`config.mk`:
```
export PLATFORM = sky130hd
export DESIGN_NAME = uart_irq_ctrl
export DESIGN_NICKNAME = d
export VERILOG_FILES = /design/src/rtl/uart_irq_pkg.sv /design/src/rtl/uart_irq_flag.sv /design/src/rtl/uart_irq_rx_evt.sv /design/src/rtl/uart_irq_tx_evt.sv /design/src/rtl/uart_irq_rto_evt.sv /design/src/rtl/uart_irq_regs.sv /design/src/rtl/uart_irq_ctrl.sv
export SDC_FILE = /design/constraint.sdc
export NUM_CORES = 1
export LEC_CHECK = 0
export ABC_CLOCK_PERIOD_IN_PS = 2100
export BUFFER_PORTS_ARGS = -buffer_cell sky130_fd_sc_hd__buf_4
export CAP_MARGIN = 40
export CORE_ASPECT_RATIO = 0.75
export CORE_MARGIN = 3
export CORE_UTILIZATION = 40
export DETAILED_ROUTE_END_ITERATION = 12
export PLACE_DENSITY_LB_ADDON = 0.3
export SLEW_MARGIN = 20
export SYNTH_ARGS = -nofsm -noshare
export SYNTH_HDL_FRONTEND = slang
export SYNTH_HIERARCHICAL = 1
export SYNTH_SLANG_ARGS = --single-unit
```
`constraint.sdc`:
```
create_clock -name clk -period 2.1 [get_ports clk]
set_input_delay 0.105 -clock clk [delete_from_list [all_inputs] [get_ports clk]]
set_output_delay 0.105 -clock clk [all_outputs]
set_load 0.005 [all_outputs]
```
`src/rtl/uart_irq_pkg.sv`:
```
package uart_irq_pkg;

    localparam int NEVT   = 3;
    localparam int EV_RX  = 0;
    localparam int EV_TX  = 1;
    localparam int EV_RTO = 2;

    typedef logic [NEVT-1:0] evt_vec_t;

    typedef enum logic [1:0] {
        ADDR_RAW    = 2'd0,
        ADDR_MASK   = 2'd1,
        ADDR_MASKED = 2'd2,
        ADDR_CLEAR  = 2'd3
    } reg_addr_e;

    // per-event control: a set request, an automatic clear, a software clear
    typedef struct packed {
        logic set;
        logic clr_auto;
        logic clr_wr;
    } evt_ctl_t;

    // set has priority over both clear sources
    function automatic logic evt_next(input logic cur, input evt_ctl_t c);
        if (c.set)
            return 1'b1;
        else if (c.clr_auto || c.clr_wr)
            return 1'b0;
        else
            return cur;
    endfunction

endpackage

```
`src/rtl/uart_irq_flag.sv`:
```
module uart_irq_flag
    import uart_irq_pkg::*;
(
    input  logic     clk,
    input  logic     rst,
    input  evt_ctl_t ctl,
    output logic     flag
);

    always_ff @(posedge clk) begin
        if (rst)
            flag <= 1'b0;
        else
            flag <= evt_next(flag, ctl);
    end

    p_set_wins_r10: assert property (@(posedge clk) disable iff (rst)
        ctl.set |=> flag);

    p_clear_write_r3: assert property (@(posedge clk) disable iff (rst)
        (ctl.clr_wr && !ctl.set) |=> !flag);

endmodule

```
`src/rtl/uart_irq_rx_evt.sv`:
```
module uart_irq_rx_evt #(
    parameter int LVLW = 5
) (
    input  logic            clk,
    input  logic            rst,
    input  logic            fifo_en,
    input  logic [LVLW-1:0] level,
    input  logic [LVLW-1:0] trig,
    input  logic            pop,
    input  logic            clr_wr,
    output logic            raw
);
    import uart_irq_pkg::*;

    logic [LVLW-1:0] thr;
    logic            at_or_above;
    logic            above_q;
    evt_ctl_t        ctl;

    // single-location mode behaves as a threshold of one entry
    assign thr         = fifo_en ? trig : LVLW'(1);
    assign at_or_above = (level >= thr);

    always_ff @(posedge clk) begin
        if (rst)
            above_q <= 1'b0;
        else
            above_q <= at_or_above;
    end

    always_comb begin
        ctl.set      = at_or_above && !above_q;
        ctl.clr_auto = !at_or_above || (!fifo_en && pop);
        ctl.clr_wr   = clr_wr;
    end

    uart_irq_flag u_flag (
        .clk  (clk),
        .rst  (rst),
        .ctl  (ctl),
        .flag (raw)
    );

    p_rx_below_r4: assert property (@(posedge clk) disable iff (rst)
        (fifo_en && level < trig) |=> !raw);

    p_rx_pop_r5: assert property (@(posedge clk) disable iff (rst)
        (!fifo_en && pop && above_q) |=> !raw);

endmodule

```
`src/rtl/uart_irq_tx_evt.sv`:
```
module uart_irq_tx_evt #(
    parameter int LVLW = 5
) (
    input  logic            clk,
    input  logic            rst,
    input  logic            fifo_en,
    input  logic [LVLW-1:0] level,
    input  logic [LVLW-1:0] trig,
    input  logic            push,
    input  logic            clr_wr,
    output logic            raw
);
    import uart_irq_pkg::*;

    logic     above_now;
    logic     above_q;
    logic     empty;
    evt_ctl_t ctl;

    assign above_now = (level > trig);
    assign empty     = (level == '0);

    always_ff @(posedge clk) begin
        if (rst)
            above_q <= 1'b0;
        else
            above_q <= above_now;
    end

    always_comb begin
        if (fifo_en) begin
            ctl.set      = above_q && !above_now;
            ctl.clr_auto = above_now;
        end else begin
            ctl.set      = empty && !push;
            ctl.clr_auto = push;
        end
        ctl.clr_wr = clr_wr;
    end

    uart_irq_flag u_flag (
        .clk  (clk),
        .rst  (rst),
        .ctl  (ctl),
        .flag (raw)
    );

    p_tx_cross_r6: assert property (@(posedge clk) disable iff (rst)
        ($rose(raw) && $past(fifo_en)) |-> ($past(level) <= $past(trig)));

    p_tx_refill_r7: assert property (@(posedge clk) disable iff (rst)
        (fifo_en && level > trig) |=> !raw);

    p_tx_push_r8: assert property (@(posedge clk) disable iff (rst)
        (!fifo_en && push) |=> !raw);

endmodule

```
`src/rtl/uart_irq_rto_evt.sv`:
```
module uart_irq_rto_evt #(
    parameter int LVLW = 5
) (
    input  logic            clk,
    input  logic            rst,
    input  logic [LVLW-1:0] level,
    input  logic            pulse,
    input  logic            clr_wr,
    output logic            raw
);
    import uart_irq_pkg::*;

    logic     drained;
    evt_ctl_t ctl;

    assign drained = (level == '0);

    always_comb begin
        ctl.set      = pulse && !drained;
        ctl.clr_auto = drained;
        ctl.clr_wr   = clr_wr;
    end

    uart_irq_flag u_flag (
        .clk  (clk),
        .rst  (rst),
        .ctl  (ctl),
        .flag (raw)
    );

    p_rto_drained_r9: assert property (@(posedge clk) disable iff (rst)
        drained |=> !raw);

endmodule

```
`src/rtl/uart_irq_regs.sv`:
```
module uart_irq_regs
    import uart_irq_pkg::*;
(
    input  logic       clk,
    input  logic       rst,
    input  logic       wr,
    input  logic [1:0] addr,
    input  evt_vec_t   wdata,
    input  evt_vec_t   raw,
    output evt_vec_t   clr_vec,
    output evt_vec_t   rdata,
    output logic       irq
);

    reg_addr_e sel;
    evt_vec_t  mask_q;
    evt_vec_t  seen;
    evt_vec_t  masked;

    assign sel = reg_addr_e'(addr);

    always_ff @(posedge clk) begin
        if (rst)
            mask_q <= '0;
        else if (wr && sel == ADDR_MASK)
            mask_q <= wdata;
    end

    assign clr_vec = (wr && sel == ADDR_CLEAR) ? wdata : '0;

    // the timeout bit is hidden from both views unless its mask bit is on
    always_comb begin
        seen         = raw;
        seen[EV_RTO] = raw[EV_RTO] && mask_q[EV_RTO];
    end

    assign masked = seen & mask_q;
    assign irq    = |masked;

    always_comb begin
        case (sel)
            ADDR_RAW:    rdata = seen;
            ADDR_MASK:   rdata = mask_q;
            ADDR_MASKED: rdata = masked;
            default:     rdata = '0;
        endcase
    end

    p_mask_off_r1: assert property (@(posedge clk) disable iff (rst)
        (wr && sel == ADDR_MASK && wdata == '0) |=> !irq);

    p_reset_state_r11: assert property (@(posedge clk) disable iff (rst)
        $fell(rst) |-> (mask_q == '0 && !irq));

endmodule

```
`src/rtl/uart_irq_ctrl.sv`:
```
module uart_irq_ctrl
    import uart_irq_pkg::*;
#(
    parameter int DEPTH = 16,
    parameter int LVLW  = $clog2(DEPTH + 1)
) (
    input  logic            clk,
    input  logic            rst,
    input  logic            fifo_en,
    input  logic [LVLW-1:0] rx_level,
    input  logic [LVLW-1:0] rx_trig,
    input  logic            rx_pop,
    input  logic [LVLW-1:0] tx_level,
    input  logic [LVLW-1:0] tx_trig,
    input  logic            tx_push,
    input  logic            rx_timeout,
    input  logic            reg_wr,
    input  logic [1:0]      reg_addr,
    input  logic [2:0]      reg_wdata,
    output logic [2:0]      reg_rdata,
    output logic            irq
);

    evt_vec_t raw;
    evt_vec_t clr_vec;

    uart_irq_rx_evt #(.LVLW(LVLW)) u_rx (
        .clk     (clk),
        .rst     (rst),
        .fifo_en (fifo_en),
        .level   (rx_level),
        .trig    (rx_trig),
        .pop     (rx_pop),
        .clr_wr  (clr_vec[EV_RX]),
        .raw     (raw[EV_RX])
    );

    uart_irq_tx_evt #(.LVLW(LVLW)) u_tx (
        .clk     (clk),
        .rst     (rst),
        .fifo_en (fifo_en),
        .level   (tx_level),
        .trig    (tx_trig),
        .push    (tx_push),
        .clr_wr  (clr_vec[EV_TX]),
        .raw     (raw[EV_TX])
    );

    uart_irq_rto_evt #(.LVLW(LVLW)) u_rto (
        .clk     (clk),
        .rst     (rst),
        .level   (rx_level),
        .pulse   (rx_timeout),
        .clr_wr  (clr_vec[EV_RTO]),
        .raw     (raw[EV_RTO])
    );

    uart_irq_regs u_regs (
        .clk     (clk),
        .rst     (rst),
        .wr      (reg_wr),
        .addr    (reg_addr),
        .wdata   (reg_wdata),
        .raw     (raw),
        .clr_vec (clr_vec),
        .rdata   (reg_rdata),
        .irq     (irq)
    );

endmodule

```
; Word-level counts from Yosys, hierarchy flattened
; Cells that the tools add are included.
[classes]
muxes = 10
n_addsub = 0
n_eq_ne = 3
div_mod_pow = 0
bitwise = 1
shift = 0
multipliers = 0
order_cmp = 2
reduce_logical = 25
[op_table]
columns = cell, count
row1 = $logic_not 5->1, 2
row2 = $pmux 3 s3, 1
row3 = $logic_and 1x1->1, 8
row4 = $logic_not 1->1, 6
row5 = $mux 1, 6
row6 = $reduce_bool 2->1, 3
row7 = $ge 5x5->1, 1
row8 = $gt 5x5->1, 1
row9 = $mux 5, 1
row10 = $eq 2x2->1 const B, 2
row11 = $logic_or 1x1->1, 4
row12 = $and 3x3->3, 1
row13 = $mux 3, 1
row14 = $reduce_or 3->1, 1
row15 = $eq 2x1->1 const B, 1
row16 = $logic_not 2->1, 1
row17 = $mux 2, 1
[word_totals]
out_inout_bits = 4
latchBits = 0
ff_bits = 8
n_memories = 0
ram_bits = 0
romBits = 0
inputBits = 32

; Depth between registers and ports, before layout
[depth]
word_depth = 7
mapped_depth = 7

; Hierarchy
; The synthesis kept the hierarchy.
[by_module_without_submodules]
columns = mod, n_inst, cells_per_inst, area_each_um2
row1 = uart_irq_tx_evt, 1, 29, 226.5
row2 = uart_irq_regs, 1, 26, 210.2
row3 = uart_irq_rx_evt, 1, 24, 196.4
row4 = uart_irq_flag, 3, 4, 37.5
row5 = uart_irq_rto_evt, 1, 3, 22.5

; Worst setup path before layout
; Ideal clock, no wire load.
[synth_path]
path_type = in2reg
from = input tx_trig[2]
to = register u_tx.u_flag.flag
setup_slack_ns = 0.516
setup_ns = 0.070
required_time_ns = 2.030
arrival_time_ns = 1.514
stages = 7
path_cell_list = inv_1 > ha_1 > a211o_1 > a221oi_2 > o31ai_2 > or3b_1 > a21oi_1
[synth_rtl]
columns = item, line
row1 = "start, declared", uart_irq_ctrl.sv:14  ; input logic [LVLW-1:0] tx_trig,
row2 = "end signal, assigned", uart_irq_flag.sv:14  ; flag <= evt_next(flag, ctl);
row3 = "end, declared", uart_irq_flag.sv:7  ; output logic flag

==> reports/metrics.csv <==
stage;metric;value;unit
synth;register area share after synthesis;20.8;%
global_routing;met1 Track Usage GR;18.6;%
synth;largest cells by area after synthesis;dfxtp_1, ha_1, inv_1, and2_1, mux2i_1;
cells_and_area;Non-Filler Instances;154;
synth;Post-synth top cells;inv_1, ha_1, dfxtp_1;
synth;YS warnings;6;
critical_path;crit path cell chain;buf_4 -> ha_1 -> a211o_1 -> a221oi_2 -> o31ai_2 -> or3b_1 -> a21oi_1;
synth;area leader, netlist;dfxtp_1;
global_routing;total congestion overflow;0;
global_routing;GR peak layer;met2;
placement;hpwl dp;1530;um
die;row cnt;13;
detailed_routing;vias per cell;5.07;
clock_tree;Post-CTS Setup Bufs;0;
critical_path;CP max FO;2;
die;die area;2490;um^2
critical_path;worst-path cell with the longest stage delay;or3b_1;
synth;Mapped Area;768;um^2
global_routing;first-pass GRT wire length;2910;um
power;Max VDD drop;376;uV
critical_path;Critical Path AT;1690;ps
global_routing;largest net degree at the start of global routing;11;
power;Lkg Pwr;0.000566;uW
clock_tree;Root Driver;clkbuf_4;
critical_path;critical path launch point type;input pin;
placement;DP Area;1060;um^2
clock_tree;H-tree Lvls;1;
cells_and_area;final non-filler cell area;1080;um^2
power;power per cell area;407;nW/um^2
die;Die W;56.6;um
detailed_routing;Routed Wire Length;1750;um
placement;placed cell count;151;
synth;Syn Inst Count;94;
sta;f_max;661;MHz
sta;Final Cycle Share;72.0;%
global_routing;Global Route met3 Usage;4.76;%
clock_tree;post-CTS resize count;0;
global_routing;met2 usage;24.7;%
cells_and_area;NumNets Final;176;
global_routing;GRT Overall Usage;14.7;%
detailed_routing;TritonRoute pass-1 iters;4;
clock_tree;latest clock arrival within the worst-skew pair;250;ps
die;core box area;1770;um^2
critical_path;slowest stage delay, CP;350;ps
cells_and_area;post-layout util;61.0;%
critical_path;Setup crit end kind;flip-flop;
clock_tree;cts bufs inserted;3;
synth;Avg Cell Area, Syn;8.17;um^2
sta;RSZ-0062 raised after global routing;false;
synth;Synth Flop Type;dfxtp_1;
synth;Post-synth EDFFs;0;
die;die height;44.0;um
clock_tree;maximum root-to-sink buffer count;2;
cells_and_area;fillers;165;
cells_and_area;Area growth syn-to-layout;40.7;%
synth;Synth Net Count;136;
hold_path;Hold Crit Class;input pin to flip-flop;
die;Ports;36;
placement;Port-buffer cells;35;
detailed_routing;Starting DRT DRC Count;15;
detailed_routing;DR WL/cell;11.4;um
cells_and_area;diodes inserted;0;
synth;Yosys reg bits;8;
global_routing;antenna violations before repair;0;
sta;clock skew;0.0376;ps
sta;Worst Tran Pin Value;284;ps
sta;# setup viols final;0;
sta;Worst slew margin;80.9;%
detailed_routing;via count;781;
sta;Pins Over Slew Limit;0;
run;Max-cap violations;0;
clock_tree;Worst-path clk slew;50;ps
synth;distinct cell type count after synthesis;33;
detailed_routing;antenna viol nets, final;0;
synth;Post-synth ARST share;0;%
clock_tree;cts hold-fix bufs;0;
placement;Placer Congestion;0.743;
clock_tree;CTS tree;done;
synth;Synth top area share;20.8;%
clock_tree;clk sink count;8;
detailed_routing;Residual DRC;0;
outcome;status;finished clean;
synth;count leader, synth;inv_1;
cells_and_area;share of layout cells above drive strength 1;34.1;%
critical_path;CP required;2280;ps
critical_path;Crit Path Class;input pin to flip-flop;
global_routing;vias in the first global route;701;
sta;fin crit period;1510;ps
sta;final count of hold timing violations;0;
sta;setup TNS;0;ps
die;Initial Utilization;43.3;%
## metrics by stage
stage	hold slack [ps]	total power [uW]	worst slack, ps
finish	91.4	440	588
global route	79.8	477	476
CTS	80.2	448	583
detailed placement	346	330	329
global placement	344	325	367
floorplan	174	255	516
## cell families (layout without fill, tap and decap cells)
kind of cell / count (synthesis) / in the layout / synth area share (%)
AND/OR/NAND/NOR: 33 / 33 / 25.4
multiplexers: 3 / 3 / 3.91
buffers and inverters: 14 / 52 / 6.84
adder cells (fa/ha/maj): 10 / 10 / 16.3
AO/OA/AOI/OAI: 26 / 26 / 26.7
flip-flops: 8 / 8 / 20.8
## report_power, final
| part | leakage (uW) | switching, uW | internal [uW] |
|---|---|---|---|
| sequential | 0.0000659 | 7.51 | 163 |
| clock | 0.0000138 | 49.4 | 65.2 |
| combinational | 0.000486 | 65.7 | 89.6 |
| total | 0.000566 | 123 | 318 |
## worst max-delay path: cells and delay by family
kind | cells | cell delay [ps]
AOI/OAI and AO/OA | 4 | 830
and+or+nand+nor | 1 | 350
adders and majority gates | 1 | 290
buffers and inverters | 1 | 110
## state kept, by name (all words and copies together) (netlist names)
signal             cells
u_regs/mask_q          3
u_rto/u_flag/flag      1
u_rx/above_q           1
u_rx/u_flag/flag       1
u_tx/above_q           1
u_tx/u_flag/flag       1
## final timing paths
check	startpoint	to	slack (ps)	cells after the start
worst max-delay path	tx_level[2]	u_tx/u_flag/flag	590	7
worst min-delay path	rst	u_rto/u_flag/flag	90	2
worst max register to register	u_tx/above_q	u_tx/u_flag/flag	1050	5
worst min register to register	u_regs/mask_q[2]	u_regs/mask_q[2]	520	2
## placed cells by master, fill, tap and decap left out, types with 2 or more instances in the layout
master and n:
inv_1 14, o31ai_1 2, a21oi_1 5, ha_1 10, dfxtp_1 8, o21bai_1 3
a22o_1 2, and3_1 2, nor3_1 2, buf_4 35, clkbuf_4 3, nand2b_1 4
nand2_1 7, or3b_1 3, and2_1 5, nor2_1 5, o21a_1 2, mux2i_1 3
## routing by layer
| layer | up-vias | share of wire, % |
|---|---|---|
| li1 | 420 | - |
| met1 | 340 | 45 |
| met2 | 21 | 49 |
| met3 | 0 | 6.1 |
| met4 | 0 | 0 |
| met5 | - | 0 |
## area by class of cell
| class | count | area (um^2) | area share [%] |
|---|---|---|---|
| tap | 22 | 27.5 | 2.55 |
| multi-input combinational | 72 | 556 | 51.4 |
| sequential | 8 | 160 | 14.8 |
| clock buffer | 3 | 22.5 | 2.08 |
| inverter | 14 | 52.6 | 4.86 |
| timing repair buffer | 35 | 263 | 24.3 |
(Power assumes the default switching activity.)
